[config.mk]
export PLATFORM = sky130hd
export DESIGN_NAME = lsl_merge_top
export DESIGN_NICKNAME = d
export VERILOG_FILES = /design/src/rtl/lsl_pkg.sv /design/src/rtl/lsl_lane_calc.sv /design/src/rtl/lsl_load_merge.sv /design/src/rtl/lsl_store_shift.sv /design/src/rtl/lsl_paddr_adj.sv /design/src/rtl/lsl_merge_top.sv
export SDC_FILE = /design/constraint.sdc
export NUM_CORES = 1
export LEC_CHECK = 0
export BUFFER_PORTS_ARGS = -buffer_cell sky130_fd_sc_hd__clkbuf_2
export CORE_MARGIN = 3
export CORE_UTILIZATION = 50
export DETAILED_ROUTE_END_ITERATION = 12
export PLACE_DENSITY = 0.82
export SLEW_MARGIN = 20
export SYNTH_ARGS = -nofsm -noshare
export SYNTH_HDL_FRONTEND = slang
export SYNTH_SLANG_ARGS = --single-unit
[constraint.sdc]
create_clock -name clk -period 13.4 [get_ports clk]
set_clock_uncertainty 0.1 [all_clocks]
set_input_delay 0.67 -clock clk [delete_from_list [all_inputs] [get_ports clk]]
set_output_delay 0.67 -clock clk [all_outputs]
set_load 0.01 [all_outputs]
[src/rtl/lsl_pkg.sv]
package lsl_pkg;
  localparam int DATA_W  = 64;
  localparam int LANES   = DATA_W / 8;
  localparam int ADDR_W  = $clog2(LANES);
  localparam int CNT_W   = $clog2(DATA_W) + 1;
  localparam int LANE_IW = ADDR_W + 1;

  typedef struct packed {
    logic [ADDR_W-1:0] acc;
    logic [ADDR_W-1:0] offset;
    logic              half;
    logic [CNT_W-1:0]  taken;
    logic [CNT_W-1:0]  kept;
  } lane_geom_t;
endpackage

[src/rtl/lsl_lane_calc.sv]
module lsl_lane_calc
  import lsl_pkg::*;
(
  input  logic [ADDR_W-1:0] vaddr_lo,
  input  logic              cpu_big,
  input  logic              dword,
  output lane_geom_t        geom
);
  logic [ADDR_W-1:0] acc;
  logic [ADDR_W-1:0] xa;
  logic [ADDR_W-1:0] hsel;

  always_comb begin
    acc  = dword ? ADDR_W'(LANES - 1) : ADDR_W'(LANES / 2 - 1);
    xa   = vaddr_lo ^ {ADDR_W{cpu_big}};
    hsel = xa & ~acc;
    geom.acc    = acc;
    geom.offset = xa & acc;
    geom.half   = |hsel;
    geom.taken  = {1'b0, geom.offset, 3'b000} + CNT_W'(8);
    geom.kept   = {1'b0, acc, 3'b000} - {1'b0, geom.offset, 3'b000};
  end
endmodule

[src/rtl/lsl_load_merge.sv]
module lsl_load_merge
  import lsl_pkg::*;
(
  input  lane_geom_t        geom,
  input  logic [DATA_W-1:0] mem_data,
  input  logic [DATA_W-1:0] reg_data,
  output logic [DATA_W-1:0] load_data
);
  logic [DATA_W-1:0] shifted;
  logic [DATA_W-1:0] mask;
  logic [CNT_W:0]    span;

  assign span    = {1'b0, geom.kept} + {1'b0, geom.taken};
  assign shifted = geom.half ? (mem_data >> geom.taken) : (mem_data << geom.kept);

  for (genvar i = 0; i < DATA_W; i++) begin : g_mask
    assign mask[i] = ({1'b0, CNT_W'(i)} >= {1'b0, geom.kept}) &&
                     ({1'b0, CNT_W'(i)} <  span);
  end

  assign load_data = (reg_data & ~mask) | (shifted & mask);
endmodule

[src/rtl/lsl_store_shift.sv]
module lsl_store_shift
  import lsl_pkg::*;
(
  input  lane_geom_t        geom,
  input  logic [DATA_W-1:0] reg_data,
  output logic [DATA_W-1:0] store_data,
  output logic [LANES-1:0]  byte_en
);
  logic [LANE_IW-1:0] base;
  logic [LANE_IW-1:0] last;

  assign store_data = geom.half ? (reg_data << geom.taken) : (reg_data >> geom.kept);
  assign base       = geom.half ? LANE_IW'(LANES / 2) : '0;
  assign last       = base + {1'b0, geom.offset};

  for (genvar l = 0; l < LANES; l++) begin : g_be
    assign byte_en[l] = (LANE_IW'(l) >= base) && (LANE_IW'(l) <= last);
  end
endmodule

[src/rtl/lsl_paddr_adj.sv]
module lsl_paddr_adj
  import lsl_pkg::*;
(
  input  logic [ADDR_W-1:0] paddr_lo,
  input  logic              rev_endian,
  input  logic              mem_big,
  input  logic [ADDR_W-1:0] acc,
  output logic [ADDR_W-1:0] paddr_out
);
  logic [ADDR_W-1:0] flipped;
  assign flipped   = paddr_lo ^ {ADDR_W{rev_endian}};
  assign paddr_out = mem_big ? flipped : (flipped & ~acc);
endmodule

[src/rtl/lsl_merge_top.sv]
module lsl_merge_top
  import lsl_pkg::*;
(
  input  logic              clk,
  input  logic              rst_n,
  input  logic              req_valid,
  output logic              req_ready,
  input  logic [2:0]        req_vaddr_lo,
  input  logic [2:0]        req_paddr_lo,
  input  logic              req_cpu_big,
  input  logic              req_rev_endian,
  input  logic              req_mem_big,
  input  logic              req_dword,
  input  logic [63:0]       req_mem_data,
  input  logic [63:0]       req_reg_data,
  output logic              rsp_valid,
  input  logic              rsp_ready,
  output logic [63:0]       rsp_load_data,
  output logic [63:0]       rsp_store_data,
  output logic [7:0]        rsp_byte_en,
  output logic [2:0]        rsp_offset,
  output logic [2:0]        rsp_paddr_lo
);
  lane_geom_t        geom;
  logic [DATA_W-1:0] load_c;
  logic [DATA_W-1:0] store_c;
  logic [LANES-1:0]  be_c;
  logic [ADDR_W-1:0] paddr_c;
  logic              take;

  lsl_lane_calc u_calc (
    .vaddr_lo (req_vaddr_lo),
    .cpu_big  (req_cpu_big),
    .dword    (req_dword),
    .geom     (geom)
  );

  lsl_load_merge u_load (
    .geom      (geom),
    .mem_data  (req_mem_data),
    .reg_data  (req_reg_data),
    .load_data (load_c)
  );

  lsl_store_shift u_store (
    .geom       (geom),
    .reg_data   (req_reg_data),
    .store_data (store_c),
    .byte_en    (be_c)
  );

  lsl_paddr_adj u_paddr (
    .paddr_lo   (req_paddr_lo),
    .rev_endian (req_rev_endian),
    .mem_big    (req_mem_big),
    .acc        (geom.acc),
    .paddr_out  (paddr_c)
  );

  assign req_ready = !rsp_valid || rsp_ready;
  assign take      = req_valid && req_ready;

  always_ff @(posedge clk) begin
    if (!rst_n) begin
      rsp_valid <= 1'b0;
    end else if (take) begin
      rsp_valid <= 1'b1;
    end else if (rsp_ready) begin
      rsp_valid <= 1'b0;
    end
  end

  always_ff @(posedge clk) begin
    if (!rst_n) begin
      rsp_load_data  <= '0;
      rsp_store_data <= '0;
      rsp_byte_en    <= '0;
      rsp_offset     <= '0;
      rsp_paddr_lo   <= '0;
    end else if (take) begin
      rsp_load_data  <= load_c;
      rsp_store_data <= store_c;
      rsp_byte_en    <= be_c;
      rsp_offset     <= geom.offset;
      rsp_paddr_lo   <= paddr_c;
    end
  end
endmodule

==> key figures <==
Status
  • Outcome: completed

Power and ir drop
  • Maximum vdd drop: 0.0962 mV
  • Leakage: approximately 6 nW
  • Cell Pwr Density: roughly 120 nW/um^2

Die
  • Die ar.: 25,900 sq um
  • Chip width: 161 um
  • Initial Util: 51.0%
  • Ports: around 290
  • Std-Cell Core Area: 23,500 sq um
  • Cell row count: 56
  • Die height: 161 um

Synthesis
  • Synth cell count leaders: nand2_1 (149), dfxtp_1 (143), mux2i_1 (122)
  • Most frequent cell after synthesis: nand2_1
  • Synth Instances: 1,380
  • Cell taking the most area after synthesis: dfxtp_1
  • Ys flop type: dfxtp_1
  • Syn Nets: 1,531
  • Area of the mapped netlist: approximately 12,000 sq um
  • Netlist cell types: 73
  • Yosys warning count: 0
  • Post-synth top area share: 23.8%
  • Post-synth EDFFs: 0
  • Asr flop ratio synth: 0%
  • Ranking of synthesized cells by area: dfxtp_1 (24%), mux4_2 (13%), mux2i_1 (10%)
  • Synthesized area per cell: 8.71 sq um
  • Register area share after synthesis: 23.8%
  • #FFs+latches synth: 143

Global routing
  • GRT met1 Usage: 52.8%
  • GRT met2 Usage: about three fifths
  • Vias in the first global route: 13,200
  • Largest net degree at the start of global routing: 101
  • GR peak layer: met2
  • GR Util All Layers: 41.5%
  • Grt ovf: 0
  • Initial antenna violation count: 0
  • First-pass GRT wire length: roughly 83,000 um
  • Met3 usage: about 12%

Critical path
  • Worst path required time: 13,670 ps
  • Critical Path Start Type: primary input
  • Critical path type: primary input to register
  • Arrival @ worst endpoint: 6810 ps
  • Critical Path End Type: register
  • Crit-path max FO: 47
  • R2R Setup Slk: 10,870 ps

Routing
  • TritonRoute pass-1 iters: 11
  • Iteration-0 DRC Markers: roughly 2,700
  • Vias: 14,100
  • Via/cell ratio: 7.43
  • Drt total wl: 56,000 um
  • Drc violations: 0
  • Routed Antenna Nets: 0
  • Drt wl/cell: approximately 30 um

Timing
  • Setup ws final: 6860 ps
  • Worst Tran Pin Value: around 1200 ps
  • Fin crit period: 6540 ps
  • Final setup TNS: 0 ps
  • Fin. max-slew vios: 0
  • Tcrit/Tclk final: 48.8%
  • Worst rel slew slack: between 10% and 20%
  • Final Hold Vio Count: 0
  • RSZ-0062 raised after global routing: false
  • Setup violators final: 0
  • Fmax: 0.153 GHz

Final layout
  • Multi-input logic area: 8560 sq um
  • Share of cells above drive strength 1: 29.8%
  • Area growth syn-to-layout: 16.6%
  • Fillers: 2,140
  • Reg area: ~2900 sq um
  • Number of nets in the layout: 1,718

CTS
  • Post_cts resized: 0
  • Max Buffers Root-to-Sink: 2
  • Post CTS Setup Buffer Count: 0
  • H-tree depth: 4
  • Clock slew at reported path FFs: 60 ps
  • Root buffer cell: clkbuf_16
  • Clk Latency, worst-skew pair: 430 ps
  • CTS tree: built
  • CTS Hold Buffers Added: 0
  • CTS buffer count: 17
  • CTS sink cnt: about 140

Place
  • Detailed placement HPWL: 39,400 um
  • Gpl congestion: around 1.0
  • Setup WS pre-CTS: 6720 ps
  • Port bufs: 285

Job
  • MaxCap Viol Count: 0

Worst hold path
  • Hold crit path type: register to register
routing by layer:
layer / part of all wire, % / up-vias
met2: 42 / 1388
met1: 35 / 6566
met5: 0 / -
li1: - / 5820
met4: 8.1 / 0
met3: 15 / 333
critical path, cell delays in order:
cell,delay (ps)
clkbuf_2,640
xnor2_4,190
clkinv_2,670
ha_1,750
inv_1,590
a21oi_1,300
or2_2,440
ha_1,360
a21oi_1,260
a21boi_1,590
o211ai_1,190
buf_4,260
nor3_1,600
a221o_1,270
power by group:
part           internal [mW]  switching (mW)
Sequential             0.470          0.0351
Clock                  0.248           0.197
Combinational          0.256           0.413
final cells by class:
type	count	area share, %
tap	319	2.85
timing repair buffer	303	11.2
inverter	20	0.563
clock inverter	10	0.473
sequential	143	20.4
clock buffer	20	3.33
multi-input combinational	1082	61.1
antenna	2	0.0357
worst paths after layout:
path / startpoint / endpoint / cells after the start
max: req_cpu_big / rsp_load_data[6]$_SDFFE_PN0P_ / 14
min: rsp_paddr_lo[1]$_SDFFE_PN0P_ / rsp_paddr_lo[1]$_SDFFE_PN0P_ / 2
max reg2reg: rsp_valid$_SDFFE_PN0P_ / rsp_store_data[31]$_SDFFE_PN0P_ / 7
min reg2reg: rsp_paddr_lo[1]$_SDFFE_PN0P_ / rsp_paddr_lo[1]$_SDFFE_PN0P_ / 2
registers in the layout, summed over array words and instances, names as in the netlist:
signal / flops
rsp_offset: 3
rsp_load_data: 64
rsp_store_data: 64
rsp_valid: 1
rsp_byte_en: 8
rsp_paddr_lo: 3
stage by stage:
| stage | std cells | instance area (sq um) | power [mW] | hold WS [ps] | utilization, % |
|---|---|---|---|---|---|
| final | 1899 | 14000 | 1.62 | 359 | 59.5 |
| after floorplan | 1380 | 12000 | 0.919 | 376 | - |
| after global placement | 1867 | 13500 | 1.14 | 343 | 57.2 |
| after detailed placement | 1867 | 13500 | 1.15 | 351 | 57.2 |
| after global routing | 1897 | 14000 | 1.67 | 370 | 59.5 |
| after CTS | 1897 | 14000 | 1.59 | 359 | 59.4 |
logic make-up after synthesis:
group | after synthesis | synth area share, %
adder cells (fa/ha/maj) | 9 | 0.937
flip-flops | 143 | 23.8
AO/OA/AOI/OAI | 505 | 28.2
AND/OR/NAND/NOR | 320 | 12.9
multiplexers | 236 | 27.6
other | 1 | 0.0312
XOR/XNOR | 11 | 1.08
buffers and inverters | 155 | 5.47
cells in the final DEF, fill, tap and decap left out, drive strengths merged, types with 5 or more instances in the layout:
| cell type | netlist | layout |
|---|---|---|
| a222oi | 23 | 23 |
| a311oi | 9 | 9 |
| a22oi | 28 | 28 |
| clkinv | 1 | 7 |
| inv | 19 | 18 |
| a31oi | 14 | 14 |
| o221ai | 7 | 7 |
| o22ai | 44 | 44 |
| a32oi | 24 | 24 |
| o21a | 5 | 5 |
| a21oi | 119 | 119 |
| o21ai | 118 | 118 |
| xor2 | 7 | 7 |
| mux4 | 72 | 72 |
| mux2i | 122 | 122 |
| or3 | 8 | 8 |
| a22o | 10 | 10 |
| a21o | 13 | 13 |
| nand2b | 13 | 13 |
| a2bb2oi | 8 | 8 |
| a2111oi | 8 | 8 |
| mux2 | 42 | 42 |
| dfxtp | 143 | 143 |
| nor2 | 34 | 34 |
| ha | 9 | 9 |
| nor3 | 23 | 23 |
| nand2 | 150 | 150 |
| clkinvlp | 0 | 5 |
| o211ai | 17 | 17 |
| a221oi | 7 | 7 |
| and3 | 30 | 30 |
| a221o | 35 | 35 |
| clkbuf | 83 | 305 |
| buf | 52 | 18 |
| nand3 | 31 | 31 |
No activity file was read; power rests on OpenSTA's default activity.
